`config.mk`:
```
export PLATFORM = sky130hd
export DESIGN_NAME = clkdiv_switchback
export DESIGN_NICKNAME = d
export VERILOG_FILES = /design/src/rtl/clkdiv_pkg.sv /design/src/rtl/clkdiv_pm_reg.sv /design/src/rtl/clkdiv_rate_sel.sv /design/src/rtl/clkdiv_counter.sv /design/src/rtl/clkdiv_switchback.sv
export SDC_FILE = /design/constraint.sdc
export NUM_CORES = 1
export LEC_CHECK = 0
export BUFFER_PORTS_ARGS = -buffer_cell sky130_fd_sc_hd__clkbuf_2
export CAP_MARGIN = 5
export CELL_PAD_IN_SITES_DETAIL_PLACEMENT = 1
export CELL_PAD_IN_SITES_GLOBAL_PLACEMENT = 1
export CORE_MARGIN = 5
export CORE_UTILIZATION = 25
export CTS_CLUSTER_DIAMETER = 30
export CTS_CLUSTER_SIZE = 16
export DETAILED_ROUTE_END_ITERATION = 12
export PLACE_DENSITY = 0.59
export SYNTH_ARGS = -nofsm -noshare
export SYNTH_HDL_FRONTEND = slang
export SYNTH_SLANG_ARGS = --single-unit
```
`constraint.sdc`:
```
create_clock -name clk -period 4.25 [get_ports clk]
set_input_delay 1.275 -clock clk [delete_from_list [all_inputs] [get_ports clk]]
set_output_delay 1.275 -clock clk [all_outputs]
set_load 0.02 [all_outputs]
```
`src/rtl/clkdiv_pkg.sv`:
```
package clkdiv_pkg;

    typedef enum logic [1:0] {
        CD_MULT  = 2'b00,
        CD_RSVD  = 2'b01,
        CD_UNITY = 2'b10,
        CD_SLOW  = 2'b11
    } div_code_e;

    typedef enum logic [1:0] {
        RATE_QUARTER,
        RATE_HALF,
        RATE_UNITY,
        RATE_SLOW
    } rate_e;

    typedef struct packed {
        div_code_e code;
        logic      mul_on;
        logic      quad_sel;
        logic      sback_en;
    } pm_reg_t;

    localparam pm_reg_t PM_RESET = '{
        code:     CD_UNITY,
        mul_on:   1'b0,
        quad_sel: 1'b0,
        sback_en: 1'b0
    };

    // Map the register contents to an effective machine-cycle rate.
    function automatic rate_e decode_rate(input pm_reg_t r);
        rate_e res;
        case (r.code)
            CD_SLOW:  res = RATE_SLOW;
            CD_MULT:  res = r.mul_on ? (r.quad_sel ? RATE_QUARTER : RATE_HALF)
                                     : RATE_UNITY;
            default:  res = RATE_UNITY;   // 10b and reserved 01b
        endcase
        return res;
    endfunction

    // True when a wake-up event must force the slow mode back to unity.
    function automatic logic wake_hit(input pm_reg_t r, input logic irq,
                                      input logic start);
        return r.sback_en && (r.code == CD_SLOW) && (irq || start);
    endfunction

endpackage

```
`src/rtl/clkdiv_pm_reg.sv`:
```
module clkdiv_pm_reg
    import clkdiv_pkg::*;
(
    input  logic    clk,
    input  logic    rst,
    input  logic    wr_en,
    input  pm_reg_t wr_val,
    input  logic    ext_irq,
    input  logic    ser_start,
    output pm_reg_t pm_q,
    output logic    restart
);

    pm_reg_t pm_d;
    logic    sb_hit;

    assign sb_hit  = wake_hit(pm_q, ext_irq, ser_start);
    assign restart = wr_en || sb_hit;

    always_comb begin
        pm_d = pm_q;
        if (wr_en) begin
            pm_d = wr_val;
        end
        if (sb_hit) begin
            pm_d.code = CD_UNITY;   // switchback wins over a concurrent write
        end
    end

    always_ff @(posedge clk) begin
        if (rst) begin
            pm_q <= PM_RESET;
        end else begin
            pm_q <= pm_d;
        end
    end

endmodule

```
`src/rtl/clkdiv_rate_sel.sv`:
```
module clkdiv_rate_sel
    import clkdiv_pkg::*;
#(
    parameter int unsigned REF_MULT = 4,
    parameter int unsigned SLOW_DIV = 1024,
    parameter int unsigned CNT_W    = 12
) (
    input  pm_reg_t           cfg,
    output rate_e             rate,
    output logic [CNT_W-1:0]  period_m1
);

    localparam int unsigned P_QUARTER = REF_MULT / 4;
    localparam int unsigned P_HALF    = REF_MULT / 2;
    localparam int unsigned P_UNITY   = REF_MULT;
    localparam int unsigned P_SLOW    = REF_MULT * SLOW_DIV;

    localparam logic [CNT_W-1:0] M_QUARTER = CNT_W'(P_QUARTER - 1);
    localparam logic [CNT_W-1:0] M_HALF    = CNT_W'(P_HALF - 1);
    localparam logic [CNT_W-1:0] M_UNITY   = CNT_W'(P_UNITY - 1);
    localparam logic [CNT_W-1:0] M_SLOW    = CNT_W'(P_SLOW - 1);

    assign rate = decode_rate(cfg);

    always_comb begin
        case (rate)
            RATE_QUARTER: period_m1 = M_QUARTER;
            RATE_HALF:    period_m1 = M_HALF;
            RATE_SLOW:    period_m1 = M_SLOW;
            default:      period_m1 = M_UNITY;
        endcase
    end

endmodule

```
`src/rtl/clkdiv_counter.sv`:
```
module clkdiv_counter #(
    parameter int unsigned CNT_W = 12
) (
    input  logic             clk,
    input  logic             rst,
    input  logic             restart,
    input  logic [CNT_W-1:0] period_m1,
    output logic             strobe
);

    logic [CNT_W-1:0] cnt_q;
    logic             wrap;

    assign wrap   = (cnt_q >= period_m1);
    assign strobe = (cnt_q == period_m1);

    always_ff @(posedge clk) begin
        if (rst || restart || wrap) begin
            cnt_q <= '0;
        end else begin
            cnt_q <= cnt_q + 1'b1;
        end
    end

endmodule

```
`src/rtl/clkdiv_switchback.sv`:
```
module clkdiv_switchback
    import clkdiv_pkg::*;
#(
    parameter int unsigned REF_MULT = 4,
    parameter int unsigned SLOW_DIV = 1024
) (
    input  logic       clk,
    input  logic       rst,
    input  logic       wr_en,
    input  logic [1:0] wr_div_code,
    input  logic       wr_mul_on,
    input  logic       wr_quad_sel,
    input  logic       wr_sback_en,
    input  logic       ext_irq,
    input  logic       ser_start,
    output logic       sys_ce,
    output logic [1:0] rd_div_code
);

    localparam int unsigned CNT_W = $clog2(REF_MULT * SLOW_DIV);

    pm_reg_t          wr_val;
    pm_reg_t          pm_q;
    rate_e            rate;
    logic             restart;
    logic [CNT_W-1:0] period_m1;
    logic             sback_q;
    logic             one_cycle;

    assign wr_val = '{
        code:     div_code_e'(wr_div_code),
        mul_on:   wr_mul_on,
        quad_sel: wr_quad_sel,
        sback_en: wr_sback_en
    };

    clkdiv_pm_reg u_reg (
        .clk       (clk),
        .rst       (rst),
        .wr_en     (wr_en),
        .wr_val    (wr_val),
        .ext_irq   (ext_irq),
        .ser_start (ser_start),
        .pm_q      (pm_q),
        .restart   (restart)
    );

    clkdiv_rate_sel #(
        .REF_MULT (REF_MULT),
        .SLOW_DIV (SLOW_DIV),
        .CNT_W    (CNT_W)
    ) u_rate (
        .cfg       (pm_q),
        .rate      (rate),
        .period_m1 (period_m1)
    );

    clkdiv_counter #(
        .CNT_W (CNT_W)
    ) u_cnt (
        .clk       (clk),
        .rst       (rst),
        .restart   (restart),
        .period_m1 (period_m1),
        .strobe    (sys_ce)
    );

    assign rd_div_code = pm_q.code;
    assign sback_q     = pm_q.sback_en;
    assign one_cycle   = (rate == RATE_QUARTER) && (period_m1 == '0);

endmodule

```
==> impl_metrics.tcl, run 1 <==
set metrics [dict create \
    drt-met1-wl_um 855 \
    maxSlewViolCount 0 \
    crit_chain "inv_1 -> ha_1 -> nand2b_1 -> ha_1 -> nand4_1 -> nor3_1 -> clkbuf_2" \
    mostFrequentLayoutCell "nor2_1" \
    end_kind "output port" \
    worstSetupStartpointType "flop" \
    ys_seq_area_share_pct 33.7 \
    grt_pass1_wl_mm 3.71 \
    die_height_um 73.5 \
    antenna_found_initial 0 \
    vias 800 \
    critical_path_required_ns 2.97 \
    switchingPower_uw 83.6 \
    antenna_cells 0 \
    synth_top_family_by_area "simple AND/OR/NAND/NOR gates" \
    routedWlPerCell_um 11.8 \
    synth_nets 135 \
    finClkSkew_ns 0.00380 \
    fmax_mhz 274 \
    dr.pass1.iters 3 \
    synth_cells 110 \
    ir_worst_vdd_v 0.000131 \
    fp.dieW_um 73.5 \
    setup_violations 0 \
    dr_wl_met3_um 74 \
    synth_top_flop_cell "dfxtp_1" \
    setup_tns_ns 0 \
    synth_async_sr_flop_share_pct 0 \
    preCtsSetupSlack_ns 0.847 \
    grt_max_degree 13 \
    synthXorXnorAreaFrac_pct 8.68 \
    grt_pass1_vias 884 \
    path_clk_slew_ns 0.07 \
    clkSinkCount 17 \
    coreArea_um2 3940 \
    grt_remaining_overflow 0 \
    h-tree-depth 1 \
    p_clk_share_pct 36.6 \
    p_int_uw 250 \
    gp_congestion 0.728 \
    path_class "flop to output port" \
    cap_violations 0 \
    critPathMaxFanout 10 \
    clockBufferDepth 2 \
    yosysWarningCount 0 \
    seq_power_share_pct 50.1 \
    synth_mux_area_share_pct 3.97 \
    place_hpwl_mm 1.71 \
    worstMarginPinSlew_ns 0.395 \
    p_per_area_nw_per_um2 293 \
    drive_gt1_share_pct 14.8 \
    ant_nets 0 \
    holdBufCountCts 0 \
    num_io_pins 13 \
    synth_fa_ha_area_share_pct 18.6 \
    synth_seq_cells 17 \
    p_leak_uw 0.000492 \
    crit_family "adder cells" \
    hold_viol 0 \
    hp-class "flop to flop" \
    relSlewSlack_pct 73.7 \
    num_rows 23 \
    most-common-layout-cells "18 x nor2_1, 17 x dfxtp_1, 15 x ha_1" \
    post_cts_resized 0 \
    rsz0062_at_grt "no" \
    port-buffer-count 12 \
    drt_wl_total_mm 2.03 \
    netlist_area_um2 1010 \
    area_delta_synth_final_pct 12.9 \
    dieArea_um2 5400 \
    sw_frac_of_total_pct 25.1 \
    synth-edff-count 0 \
    dr.max_layer_used "met4" \
    synthDistinctLibCells 27 \
    fillers 470 \
    drt_iter0_markers 4 \
    max_stage_delay_ns 0.44 \
    cts_setup_buffers 0 \
    setup_ws_ns 0.599 \
    yosys.area_share.simple_pct 21.0 \
    syn_area_per_cell_um2 9.17 \
    slowest_stage "ha_1" \
    drc 0 \
    clk_latency_ns 0.25 \
    tritoncts "done" \
    root_buffer "clkbuf_8" \
    synth_compound_area_share_pct 8.44 \
    fin_nets 148 \
    cts-buffers-inserted 3 \
    cp_data_arrival_time_ns 2.38 \
    combPwrFrac_pct 13.3 \
    synth_area_leader_cell "dfxtp_1" \
    outcome "complete, no violations" \
    cp_common_cell "ha_1" \
    cp_num_buf_inv 2 \
    grtUsageTotal_pct 8.83 \
    synth_top_area_share_pct 33.7 \
    vias_per_cell 4.65 \
    initial_utilization_pct 25.6 \
    synthTopCellsByArea "dfxtp_1 34%, ha_1 19%, nor2_1 6.7%" \
    finalCriticalPeriod_ns 3.65 \
    wl_met2_mm 1.07 \
    fin_crit_sh_pct 85.9 \
]
[worst paths after layout]
| kind | startpoint | end | slack (ns) | cells after the start |
|---|---|---|---|---|
| worst min register to register | u_cnt.cnt_q[0]$_SDFF_PP0_ | u_cnt.cnt_q[0]$_SDFF_PP0_ | 0.47 | 1 |
| worst min-delay path | u_cnt.cnt_q[0]$_SDFF_PP0_ | u_cnt.cnt_q[0]$_SDFF_PP0_ | 0.47 | 1 |
| worst max register to register | u_reg.pm_q[3]$_SDFFE_PP0P_ | u_cnt.cnt_q[9]$_SDFF_PP0_ | 1.51 | 9 |
| worst max-delay path | u_reg.pm_q[3]$_SDFFE_PP0P_ | sys_ce | 0.60 | 7 |
[state kept, by name, summed over array words and instances, names as in the netlist]
| register | count |
|---|---|
| u_cnt.cnt_q | 12 |
| u_reg.pm_q | 5 |
[through the flow]
step	total power [uW]	hold slack, ns	util (%)	std cells	cell area, um2
after floorplan	206	0.426	-	110	1010
after global placement	214	0.447	27.7	168	1090
after detailed placement	217	0.464	27.7	168	1090
after CTS	341	0.480	28.9	172	1140
after global routing	355	0.501	28.9	172	1140
final	334	0.468	28.9	172	1140
[worst register-to-register path: stages (launching register included)]
cell,delay [ns]
dfxtp_1,0.37
inv_1,0.06
ha_1,0.30
nand2b_1,0.33
ha_1,0.42
a211oi_2,0.24
o21ai_1,0.09
or3_1,0.31
or3_4,0.42
nor2_1,0.13
[power by group through the flow]
stage                     Clock [uW]  Sequential, uW  Combinational, uW
after floorplan                    0             170               35.6
after global placement             0             170               43.2
after detailed placement           0             171               45.8
after CTS                        127             167               46.2
after global routing             135             168               51.8
final                            122             167               44.4
[cell type report]
| class | instances | area (um2) | area share [%] |
|---|---|---|---|
| Inverter | 5 | 18.8 | 1.65 |
| Multi-Input combinational cell | 84 | 612 | 53.7 |
| Timing Repair Buffer | 12 | 60.1 | 5.27 |
| Clock buffer | 4 | 45.0 | 3.96 |
| Sequential cell | 17 | 340 | 29.9 |
| Tap cell | 50 | 62.6 | 5.49 |
[synthesized netlist by cell type (2+ instances only)]
cell type / count
nor2_1: 18
dfxtp_1: 17
ha_1: 15
nand2_1: 6
inv_1: 5
xnor2_1: 5
xor2_1: 5
a21oi_1: 4
mux2i_1: 4
nand4_1: 4
and3_1: 3
nand3_1: 3
a211oi_1: 2
buf_4: 2
buf_6: 2
nand2b_1: 2
nor3_1: 2
o211ai_1: 2
[per-layer routing]
layer / vias to the layer above / global-route usage (%)
li1: 403 / -
met1: 383 / 9.05
met2: 12 / 16.7
met3: 2 / 2.19
met4: 0 / 3.62
met5: - / 0
[cell families (layout without fill, tap and decap cells)]
kind of cell | Yosys count | after routing
compound gates | 12 | 12
xor+xnor | 10 | 10
fa+ha+maj | 15 | 15
buf+inv | 9 | 21
flops | 17 | 17
mux | 4 | 4
simple gates | 43 | 43
(Power assumes the default switching activity.)
==> run 2: changes to the inputs <==
--- a/config.mk
+++ b/config.mk
@@ -11,9 +11,9 @@
 export CELL_PAD_IN_SITES_GLOBAL_PLACEMENT = 1
 export CORE_MARGIN = 5
-export CORE_UTILIZATION = 25
+export CORE_UTILIZATION = 45
 export CTS_CLUSTER_DIAMETER = 30
 export CTS_CLUSTER_SIZE = 16
 export DETAILED_ROUTE_END_ITERATION = 12
-export PLACE_DENSITY = 0.59
+export PLACE_DENSITY = 0.9
 export SYNTH_ARGS = -nofsm -noshare
 export SYNTH_HDL_FRONTEND = slang
==> constraint.sdc (replaced) <==
create_clock -name clk -period 4.25 [get_ports clk]
set_input_delay 1.275 -clock clk [delete_from_list [all_inputs] [get_ports clk]]
set_output_delay 1.275 -clock clk [all_outputs]
set_load 0.01 [all_outputs]
==> run 2 against run 1 <==
Net effect:
- worst setup slack got worse by 0.15 ns
- register-to-register slack got worse by 0.07 ns
- via count rose by 2.6%
- hold slack improved by 0.011 ns
- sequential cell count did not move
- final cell count fell by 13%
- sequential share of layout area rose by 1.3 points
- maximum frequency fell by 3.8%
- critical path depth did not move
- clock skew rose by 0.0036 ns
- largest power group unchanged
==> impl_metrics.tcl, run 2 (synthesized netlist as in run 1, its figures left out) <==
set metrics [dict create \
    outcome "complete, no violations" \
    path_class "flop to output port" \
    maxSlewViolCount 0 \
    p_per_area_nw_per_um2 276 \
    setup_tns_ns 0 \
    cts-buffers-inserted 3 \
    crit_chain "inv_1 -> ha_1 -> nand2b_1 -> ha_1 -> nand4_1 -> nor3_1 -> clkbuf_2" \
    vias_per_cell 5.47 \
    drt_iter0_markers 4 \
    die_height_um 57.3 \
    clockBufferDepth 2 \
    antenna_cells 0 \
    end_kind "output port" \
    hold_viol 0 \
    p_leak_uw 0.000484 \
    h-tree-depth 1 \
    most-common-layout-cells "18 x nor2_1, 17 x dfxtp_1, 15 x ha_1" \
    clkSinkCount 17 \
    slowest_stage "ha_1" \
    largest_register_ffs 12 \
    post_cts_resized 0 \
    fillers 280 \
    critical_path_required_ns 2.97 \
    routedWlPerCell_um 14.9 \
    holdBufCountCts 0 \
    dieArea_um2 3290 \
    drc 0 \
    critPathMaxFanout 10 \
    fin_crit_sh_pct 89.3 \
    rsz0062_at_grt "no" \
    top_regs "u_cnt.cnt_q x12, u_reg.pm_q x5" \
    cts_setup_buffers 0 \
    root_buffer "clkbuf_4" \
    vias 821 \
    ant_nets 0 \
    fp.dieW_um 57.3 \
    drt_wl_total_mm 2.24 \
    fin_nets 148 \
    grt_max_degree 13 \
    power_uw 301 \
    antenna_found_initial 0 \
    max_stage_delay_ns 0.44 \
    path_clk_slew_ns 0.10 \
    grt_remaining_overflow 0 \
    cp_num_buf_inv 2 \
    crit_family "simple AND/OR/NAND/NOR gates" \
    cap_violations 0 \
    mostFrequentLayoutCell "nor2_1" \
    port-buffer-count 12 \
    num_io_pins 13 \
    largest_register "u_cnt.cnt_q" \
    grt_pass1_vias 937 \
    initial_utilization_pct 46.5 \
    worstMarginPinSlew_ns 0.445 \
    drive_gt1_share_pct 14.8 \
    relSlewSlack_pct 70.2 \
    grt_pass1_wl_mm 3.95 \
    gp_congestion 0.757 \
    finClkSkew_ns 0.00745 \
    cp_common_cell "ha_1" \
    coreArea_um2 2170 \
    hp-class "flop to flop" \
    area_delta_synth_final_pct 8.31 \
    cp_data_arrival_time_ns 2.52 \
    dr.pass1.iters 4 \
    setup_violations 0 \
    finalCriticalPeriod_ns 3.80 \
    tritoncts "done" \
    ir_worst_vdd_v 0.000153 \
    worstSetupStartpointType "flop" \
    place_hpwl_mm 1.90 \
    num_rows 17 \
    clk_latency_ns 0.30 \
    grtUsageTotal_pct 15.3 \
    fmax_mhz 263 \
]
## run 2: cell counts in the layout (fill, tap and decap cells not counted)
Identical to the previous run, type by type.
## run 2: worst paths after layout
check,depth (start not counted),slack [ns],start,end
setup / recovery,7,0.45,u_reg.pm_q[3]$_SDFFE_PP0P_,sys_ce
hold / removal,1,0.48,u_cnt.cnt_q[0]$_SDFF_PP0_,u_cnt.cnt_q[0]$_SDFF_PP0_
setup reg to reg,9,1.44,u_reg.pm_q[3]$_SDFFE_PP0P_,u_cnt.cnt_q[2]$_SDFF_PP0_
hold reg to reg,1,0.48,u_cnt.cnt_q[0]$_SDFF_PP0_,u_cnt.cnt_q[0]$_SDFF_PP0_
## run 2: layout make-up
| type | count | area, um2 | area share [%] |
|---|---|---|---|
| inverters | 5 | 18.8 | 1.72 |
| repair buffers | 12 | 60.1 | 5.50 |
| well taps | 28 | 35.0 | 3.21 |
| clock buffers | 4 | 26.3 | 2.41 |
| flip-flops and latches | 17 | 340 | 31.2 |
| multi-input cells | 84 | 612 | 56.0 |
## run 2: power breakdown
group          switching [uW]  internal [uW]  leakage (uW)
registers                3.42            164      0.000138
logic                    25.2           19.7      0.000331
clock network            52.5           36.5     0.0000150
## run 2: per-stage QoR
step | instance area (um2) | hold slack (ns) | util [%] | std cells | setup slack, ns
after CTS | 1090 | 0.488 | 50.3 | 150 | 0.466
after detailed placement | 1070 | 0.464 | 49.1 | 146 | 0.800
after global routing | 1090 | 0.507 | 50.3 | 150 | 0.307
after floorplan | 1010 | 0.426 | - | 110 | 1.14
final | 1090 | 0.479 | 50.3 | 150 | 0.453
after global placement | 1070 | 0.447 | 49.1 | 146 | 0.986
## run 2: layer usage
layer	global-route usage, %	part of all wire (%)	up-vias
met3	2.94	3.3	6
met1	16.1	40	395
met2	29.0	54	15
met5	0	0	-
met4	6.62	2.1	0
li1	-	-	405
